$ cat config.mk
export PLATFORM = sky130hd
export DESIGN_NAME = fpmode_unit
export DESIGN_NICKNAME = d
export VERILOG_FILES = /design/src/rtl/fpm_pkg.sv /design/src/rtl/fpm_csr.sv /design/src/rtl/fpm_resolve.sv /design/src/rtl/fpmode_unit.sv
export SDC_FILE = /design/constraint.sdc
export NUM_CORES = 1
export LEC_CHECK = 0
export BUFFER_PORTS_ARGS = -buffer_cell sky130_fd_sc_hd__buf_4
export CAP_MARGIN = 20
export CORE_MARGIN = 2
export CORE_UTILIZATION = 37
export DETAILED_ROUTE_END_ITERATION = 7
export PLACE_DENSITY = 0.85
export SETUP_SLACK_MARGIN = 0.15
export SYNTH_ARGS = -nofsm -noshare
export SYNTH_HDL_FRONTEND = slang
export SYNTH_SLANG_ARGS = --single-unit
$ cat constraint.sdc
create_clock -name clk -period 2.2 [get_ports clk]
set_input_delay 0.22 -clock clk [delete_from_list [all_inputs] [get_ports clk]]
set_output_delay 0.22 -clock clk [all_outputs]
set_load 0.005 [all_outputs]
$ cat src/rtl/fpm_pkg.sv
`timescale 1ns/1ps
package fpm_pkg;
  localparam int FLG_W = 5;
  localparam int RM_W  = 3;
  localparam int ACC_W = 2;
  localparam int REG_W = FLG_W + RM_W + ACC_W;

  localparam logic [RM_W-1:0] RM_DYN   = 3'b111;
  localparam logic [RM_W-1:0] RM_LIMIT = 3'd4;

  typedef enum logic [1:0] {
    SEL_NONE  = 2'b00,
    SEL_FLAGS = 2'b01,
    SEL_RM    = 2'b10,
    SEL_ALL   = 2'b11
  } csr_sel_e;

  typedef struct packed {
    logic [ACC_W-1:0] acc;
    logic [RM_W-1:0]  frm;
    logic [FLG_W-1:0] flags;
  } fcr_t;

  function automatic logic rm_is_valid(input logic [RM_W-1:0] rm);
    return rm <= RM_LIMIT;
  endfunction

  function automatic logic [RM_W-1:0] pick_rm(input logic [RM_W-1:0] inst_rm,
                                              input logic [RM_W-1:0] dyn_rm);
    return (inst_rm == RM_DYN) ? dyn_rm : inst_rm;
  endfunction
endpackage

$ cat src/rtl/fpm_csr.sv
`timescale 1ns/1ps
module fpm_csr
  import fpm_pkg::*;
#(
  parameter int DATA_W = 32
) (
  input  logic              clk,
  input  logic              rst_n,
  input  logic              csr_we,
  input  logic [1:0]        csr_sel,
  input  logic [DATA_W-1:0] csr_wdata,
  output logic [DATA_W-1:0] csr_rdata,
  input  logic              done_valid,
  input  logic [FLG_W-1:0]  done_flags,
  output fcr_t              cur
);
  csr_sel_e sel;
  fcr_t     state_q, state_d;
  logic     wr_flags, wr_rm, wr_acc, acc_evt;

  assign sel      = csr_sel_e'(csr_sel);
  assign wr_flags = csr_we && (sel == SEL_FLAGS || sel == SEL_ALL);
  assign wr_rm    = csr_we && (sel == SEL_RM || sel == SEL_ALL);
  assign wr_acc   = csr_we && (sel == SEL_ALL);
  assign acc_evt  = done_valid && (|done_flags);

  always_comb begin
    state_d = state_q;
    if (wr_flags) state_d.flags = csr_wdata[FLG_W-1:0];
    if (wr_rm)
      state_d.frm = (sel == SEL_ALL) ? csr_wdata[FLG_W +: RM_W] : csr_wdata[RM_W-1:0];
    if (wr_acc) state_d.acc = csr_wdata[FLG_W+RM_W +: ACC_W];
    if (acc_evt) state_d.flags = state_d.flags | done_flags;
  end

  always_ff @(posedge clk) begin
    if (!rst_n) state_q <= '0;
    else        state_q <= state_d;
  end

  always_comb begin
    case (sel)
      SEL_FLAGS: csr_rdata = DATA_W'(state_q.flags);
      SEL_RM:    csr_rdata = DATA_W'(state_q.frm);
      SEL_ALL:   csr_rdata = DATA_W'(state_q);
      default:   csr_rdata = '0;
    endcase
  end

  assign cur = state_q;

  AST_STICKY_FLAGS: assert property (@(posedge clk) disable iff (!rst_n)
    !wr_flags |=> ((state_q.flags & $past(state_q.flags)) == $past(state_q.flags)));
  AST_HIGH_BITS_ZERO: assert property (@(posedge clk) disable iff (!rst_n)
    (csr_rdata >> REG_W) == '0);
  AST_FLAG_ALIAS_KEEP: assert property (@(posedge clk) disable iff (!rst_n)
    (csr_we && sel == SEL_FLAGS) |=> (state_q.frm == $past(state_q.frm) &&
                                      state_q.acc == $past(state_q.acc)));
  AST_RM_ALIAS_KEEP: assert property (@(posedge clk) disable iff (!rst_n)
    (csr_we && sel == SEL_RM && !done_valid) |=>
      (state_q.flags == $past(state_q.flags) && state_q.acc == $past(state_q.acc)));
endmodule

$ cat src/rtl/fpm_resolve.sv
`timescale 1ns/1ps
module fpm_resolve
  import fpm_pkg::*;
#(
  parameter int                 N_CLASS = 4,
  parameter int                 CLS_W   = 2,
  parameter logic [4*N_CLASS-1:0] SUPPORT = '1
) (
  input  logic             clk,
  input  logic             rst_n,
  input  logic             iss_valid,
  input  logic [RM_W-1:0]  iss_rm,
  input  logic [CLS_W-1:0] iss_cls,
  input  logic [RM_W-1:0]  cur_frm,
  input  logic [ACC_W-1:0] cur_acc,
  output logic             iss_illegal,
  output logic [RM_W-1:0]  eff_rm,
  output logic [ACC_W-1:0] eff_acc
);
  function automatic logic pair_ok(input logic [ACC_W-1:0] acc, input logic [CLS_W-1:0] cls);
    logic ok;
    ok = 1'b0;
    for (int c = 0; c < N_CLASS; c++) begin
      if (cls == CLS_W'(c)) ok = (acc == '0) || SUPPORT[int'(acc) * N_CLASS + c];
    end
    return ok;
  endfunction

  logic dyn_sel, rm_bad, pair_bad;

  assign dyn_sel     = (iss_rm == RM_DYN);
  assign eff_rm      = pick_rm(iss_rm, cur_frm);
  assign eff_acc     = cur_acc;
  assign rm_bad      = !rm_is_valid(eff_rm);
  assign pair_bad    = !pair_ok(cur_acc, iss_cls);
  assign iss_illegal = iss_valid && (rm_bad || pair_bad);

  AST_DYN_BAD_TRAP: assert property (@(posedge clk) disable iff (!rst_n)
    (iss_valid && dyn_sel && cur_frm > RM_LIMIT) |-> iss_illegal);
  AST_STATIC_RESERVED: assert property (@(posedge clk) disable iff (!rst_n)
    (iss_valid && (iss_rm == 3'b101 || iss_rm == 3'b110)) |-> iss_illegal);
  AST_STATIC_PASS: assert property (@(posedge clk) disable iff (!rst_n)
    (iss_valid && iss_rm <= RM_LIMIT && cur_acc == '0 && iss_cls == '0) |->
      (!iss_illegal && eff_rm == iss_rm));
  AST_ILLEGAL_QUALIFIED: assert property (@(posedge clk) disable iff (!rst_n)
    iss_illegal |-> iss_valid);
endmodule

$ cat src/rtl/fpmode_unit.sv
`timescale 1ns/1ps
module fpmode_unit
  import fpm_pkg::*;
#(
  parameter int                   N_CLASS = 4,
  parameter logic [4*N_CLASS-1:0] SUPPORT = 16'h413F,
  parameter int                   DATA_W  = 32,
  localparam int                  CLS_W   = (N_CLASS > 1) ? $clog2(N_CLASS) : 1
) (
  input  logic              clk,
  input  logic              rst_n,
  input  logic              csr_we,
  input  logic [1:0]        csr_sel,
  input  logic [DATA_W-1:0] csr_wdata,
  output logic [DATA_W-1:0] csr_rdata,
  input  logic              iss_valid,
  input  logic [2:0]        iss_rm,
  input  logic [CLS_W-1:0]  iss_cls,
  output logic              iss_illegal,
  output logic [2:0]        eff_rm,
  output logic [1:0]        eff_acc,
  input  logic              done_valid,
  input  logic [4:0]        done_flags
);
  fcr_t cur;

  fpm_csr #(.DATA_W(DATA_W)) u_csr (
    .clk(clk), .rst_n(rst_n), .csr_we(csr_we), .csr_sel(csr_sel),
    .csr_wdata(csr_wdata), .csr_rdata(csr_rdata),
    .done_valid(done_valid), .done_flags(done_flags), .cur(cur)
  );

  fpm_resolve #(.N_CLASS(N_CLASS), .CLS_W(CLS_W), .SUPPORT(SUPPORT)) u_res (
    .clk(clk), .rst_n(rst_n), .iss_valid(iss_valid), .iss_rm(iss_rm),
    .iss_cls(iss_cls), .cur_frm(cur.frm), .cur_acc(cur.acc),
    .iss_illegal(iss_illegal), .eff_rm(eff_rm), .eff_acc(eff_acc)
  );

  AST_ACC_FOLLOWS_REG: assert property (@(posedge clk) disable iff (!rst_n)
    (csr_we && csr_sel == 2'b11) |=> (eff_acc == $past(csr_wdata[9:8])));
endmodule

# Yosys cells after proc, flatten, opt, wreduce, memory -nomap -nowiden
# Memory sizes are Yosys's and may differ from the RTL's.
# Index checks and enable logic that the tools add are counted.
dict set report word_totals {
  ff_bits 10
  latchBits 0
  mem_bits_rw 0
  input_bits 49
  romBits 48
  memories 3
}
# memory depth word_bits read_ports rd_clocked_by_memory_dff write_ports line
set mem_list {}
lappend mem_list {{(name not given)} 16 1 1 0 0 fpm_resolve.sv:24} ;# if (cls == CLS_W'(c)) ok = (acc == '0) || SUPPORT[int'(acc) * N_CLASS + c];
lappend mem_list {{(name not given)} 16 1 1 0 0 fpm_resolve.sv:24}
lappend mem_list {{(name not given)} 16 1 1 0 0 fpm_resolve.sv:24}
dict set report classes {
  multipliers 0
  mux 17
  n_reduce_logical 17
  n_bitwise 1
  n_eq_ne 7
  shifts 0
  n_div 0
  magnitude_cmp 5
  n_addsub 3
}
# cell n
set ops {}
lappend ops {{32-bit by 6-bit < comparator with 1-bit output (second input constant)} 3}
lappend ops {{10-bit one-hot mux with 3 select lines} 1}
lappend ops {{1-bit two-way mux} 11}
lappend ops {{4-bit by 2-bit adder with 5-bit output (second input constant)} 2}
lappend ops {{5-bit two-way mux} 2}
lappend ops {{2-bit equality test (second input constant)} 4}
lappend ops {{1-bit logical OR} 7}
lappend ops {{3-bit two-way mux} 2}
lappend ops {{4-bit by 1-bit adder with 5-bit output (second input constant)} 1}
lappend ops {{1-bit logical AND} 5}
lappend ops {{4-bit by 5-bit < comparator with 1-bit output (second input constant)} 1}
lappend ops {{5-bit OR} 1}
lappend ops {{5-bit OR reduction} 1}
lappend ops {{2-bit by 1-bit equality test with 1-bit output (second input constant)} 2}
lappend ops {{2-bit zero test} 2}
lappend ops {{3-bit equality test (second input constant)} 1}
lappend ops {{3-bit <= comparator (second input constant)} 1}
lappend ops {{1-bit binary-select mux with 2-bit select} 1}
lappend ops {{1-bit zero test} 2}

# Depth between registers and ports, before layout
dict set report depth {
  word_depth 11
  ltp_mapped 5
}

# Hierarchy
# A second synthesis with hierarchy kept.
dict set report unflattened {
  cells_unflattened 113
  hier_area_um2 904.6
}
# module n_inst area_per_inst_um2 cells_per_inst seq_area_each_um2
set modules_own_cells {}
lappend modules_own_cells {fpm_csr 1 765.7 94 200.2}
lappend modules_own_cells {fpm_resolve 1 138.9 19 0.0}

# Worst setup path before layout
# Ideal clock, no wire load.
dict set report synth_path {
  kind {register -> output}
  startpoint {reg u_csr.state_q, in the netlist u_csr.cur[8]}
  endpoint {out iss_illegal}
  t_required_ps 1980
  path_stages_with_launch 5
  path_slack_ps 821
  path_buffers 0
  arrival_ps 1159
  path_cell_list {dfxtp_1 -> inv_1 -> ha_1 -> o311a_1 -> a32o_1}
}
dict set report synth_via {
  elab_chain_cells 11
  word_cells_on_any_way 26
  cone_classes {3 x add/sub; 12 x mux; 8 x reduce/logical; 3 x memory}
}
# element line
set synth_lines {}
lappend synth_lines {{start, declared} fpm_csr.sv:18} ;# fcr_t state_q, state_d;
lappend synth_lines {{start signal, assigned} fpm_csr.sv:38} ;# else state_q <= state_d;
lappend synth_lines {{4-bit by 1-bit adder with 5-bit output} fpm_resolve.sv:24}
lappend synth_lines {{memory 16 x 1 bit} --}
lappend synth_lines {{1-bit two-way mux (implied by the code) (2 in a row)} fpm_resolve.sv:24}
lappend synth_lines {{1-bit logical OR} fpm_resolve.sv:24}
lappend synth_lines {{1-bit two-way mux (2 in a row)} fpm_resolve.sv:24}
lappend synth_lines {{1-bit two-way mux (*)} fpm_resolve.sv:24}
lappend synth_lines {{1-bit zero test (*)} fpm_resolve.sv:35} ;# assign pair_bad = !pair_ok(cur_acc, iss_cls);
lappend synth_lines {{1-bit logical OR (*)} fpm_resolve.sv:36} ;# assign iss_illegal = iss_valid && (rm_bad || pair_bad);
lappend synth_lines {{1-bit logical AND (*)} fpm_resolve.sv:36}
lappend synth_lines {{end, declared} fpmode_unit.sv:19} ;# output logic iss_illegal,
# Every way passes the cells marked *; elsewhere a longest branch is shown, timed or not. The select of a mux whose other input is x is not followed.

# Worst setup path after layout
# Same ends and word-level chain as after synthesis.

==> reports/results.ini <==
[outcome]
status=complete, no violations

[critical_path]
cp-end-kind=output pin
slowest_stage=dfxtp_1
r2r_slack_ps=1410
path_buf_inv=2
cp_max_fo=5
cp_cell_sequence=inv_1 > ha_1 > o311a_1 > a32o_1 > buf_4
critPathLaunchType=flop
crit_start=u_csr.cur[8]
regToRegStartpoint=u_csr.cur[7]
critPathRequiredTime_ps=1980
crit_arrival_ps=1650
reg2reg_depth=3
crit_family=compound AO/OA/AOI/OAI gates
worst-path-stages=5
r2r_end=u_csr.cur[7]
path_class=reg2out
max_stage_delay_ps=400
endpoint=iss_illegal

[timing]
setup_viol_count_final=0
final.setup.tns_ps=0
skew_ps=0
rsz0062_at_grt=no
hold_violations=0
post-route-period-util_pct=85.1
fin_crit_ps=1870
max_freq_ghz=0.534
drv_slew=0

[power]
peakVddDrop_uv=333
power_switching_w=0.000134
power_leakage_nw=0.617
power_density_nw_per_um2=464
p_clk_share_pct=32.9
comb_power_share_pct=26.7
seqPwrFrac_pct=40.3
internal_power_w=0.000369
p_sw_share_pct=26.7

[final_layout]
finalNonFillerCells=172
largest_reg_flops=10
final_nets=196
area_growth_pct=32.6
diodes=0
drive_above_1_share_pct=34.0

[synthesis]
syn_inst=105
yosys_register_bits=10
synth_area_um2=818
synth-seq-area-share_pct=24.5
syn_avg_cell_area_um2=7.79
yosys_warnings=0
ys_types=26

[clocking]
cts_sinks=10
cts_resized=0
cts_tree=built
cts_made_buffers=3
clk-insertion-delay-late_ps=260
root_buffer=clkbuf_4
htreeDepth=1
clock_path_buffers=2
hold_buffers=0
cts_setup_buffers=0
clkTransAtPathRegs_ps=70

[global_routing]
grt-ovfl-total=0
grt_pass1_wl_mm=2.87
grt_start_max_net_pins=19
grt_usage_pct=14.6
antenna_found_initial=0
grt_pass1_vias=690

[place]
dp_hpwl_mm=1.44
gp_congestion=0.714
port_buffers=42
post-place-cells=168

[routing]
postRouteAntennaNets=0
wl_mm=1.76
vias=772
drtIter0Drc=8
drc=0
wl_per_cell_um=10.2
drt-pass1-iter-count=4
vias_per_cell=4.49

[floorplanning]
die_y_um=51.0
io_pins=87
chipWidth_um=51.0
num_rows=17
die-area_um2=2600
start_util_pct=38.1
core_um2=2150

[run]
cap_violations=0

[worst_hold_path]
hold_class=in2reg

==> synth_stat cells <==
cell      instances  area [um2]
buf_4            24         180
dfxtp_1          10         200
a32o_1            1        10.0
ha_1              2        25.0
conb_1            1        3.75
nand3_1           1        5.00
o311a_1           1        10.0
a31oi_1           2        12.5
and3_2            1        7.51
o21ai_0           3        15.0
clkbuf_1          1        3.75
a22o_1            1        8.76
nand3b_1          2        15.0
o211a_1           2        20.0
inv_1             4        15.0
mux2i_1           9        90.1
nor2_1            4        15.0
and2_1            3        18.8
a21oi_1           8        40.0
buf_2             3        15.0
nand2_2           1        6.26
o21a_1            1        7.51
a311oi_1          1        8.76
nand2_1          14        52.6
and2_2            1        7.51
and3_1            4        25.0
==> layout by cell type, fill, tap and decap left out, types with 2 or more instances in the layout <==
master / n
buf_4: 42
nand3b_1: 2
and3_1: 4
a31oi_1: 2
conb_1: 22
nor2_1: 4
a21oi_1: 8
mux2i_1: 9
o21ai_0: 3
inv_1: 4
ha_1: 2
o211a_1: 2
nand2_1: 14
clkbuf_4: 3
and2_1: 3
dfxtp_1: 10
==> worst min path at each step <==
stage / start / endpoint / slack [ps] / cells past startpoint
finish: csr_wdata[8] / u_csr.cur[8] / 190 / 3
global route: csr_wdata[7] / u_csr.cur[7] / 210 / 2
CTS: rst_n / u_csr.cur[6] / 190 / 2
detailed placement: csr_wdata[9] / u_csr.cur[9] / 470 / 3
global placement: csr_wdata[9] / u_csr.cur[9] / 450 / 3
floorplan: rst_n / u_csr.cur[6] / 350 / 1
==> cells by family after synthesis <==
kind of cell             after synthesis  synth area share [%]
AND/OR/NAND/NOR                       31                  18.7
multiplexers                           9                  11.0
buffers and inverters                 32                  26.1
flip-flops                            10                  24.5
adder cells (fa/ha/maj)                2                  3.06
AO/OA/AOI/OAI                         20                  16.2
other                                  1                 0.458
==> layer usage <==
metal | GRT usage (%) | wire (um) | vias to the layer above
met5 | 0 | 0 | -
met2 | 27.3 | 897 | 48
met3 | 4.68 | 219 | 2
met1 | 14.4 | 635 | 333
met4 | 6.76 | 8 | 0
li1 | - | - | 389
==> stage by stage <==
step | util (%) | total power (W) | setup WS (ps) | hold WS, ps | instance area (um2)
2_1_floorplan | - | 0.000300 | 821 | 353 | 897
3_3_place_gp | 48.8 | 0.000337 | 632 | 453 | 1050
3_5_place_dp | 48.8 | 0.000341 | 617 | 469 | 1050
4_1_cts | 50.5 | 0.000510 | 314 | 186 | 1080
5_1_grt | 50.5 | 0.000537 | 230 | 207 | 1080
6_report | 50.5 | 0.000503 | 327 | 194 | 1080
==> final cells by class <==
cell class	instances	area (um2)
clock buffer	4	36.3
fill	209	1060
inverter	4	15.0
multi-input combinational	84	483
sequential	10	200
tap	28	35.0
timing repair buffer	42	315
==> worst reg2reg max path, cell delays in order (launching register included) <==
cell and delay [ps]:
dfxtp_1 390, a21oi_1 50, a31oi_1 140, o211a_1 160
==> power by group through the flow <==
stage / clock network, W / logic [W] / registers [W]
finish: 0.000166 / 0.000134 / 0.000203
CTS: 0.000172 / 0.000135 / 0.000203
global placement: 0 / 0.000130 / 0.000206
floorplan: 0 / 0.0000962 / 0.000204
global route: 0.000180 / 0.000152 / 0.000205
detailed placement: 0 / 0.000134 / 0.000207
(Power assumes the default switching activity.)
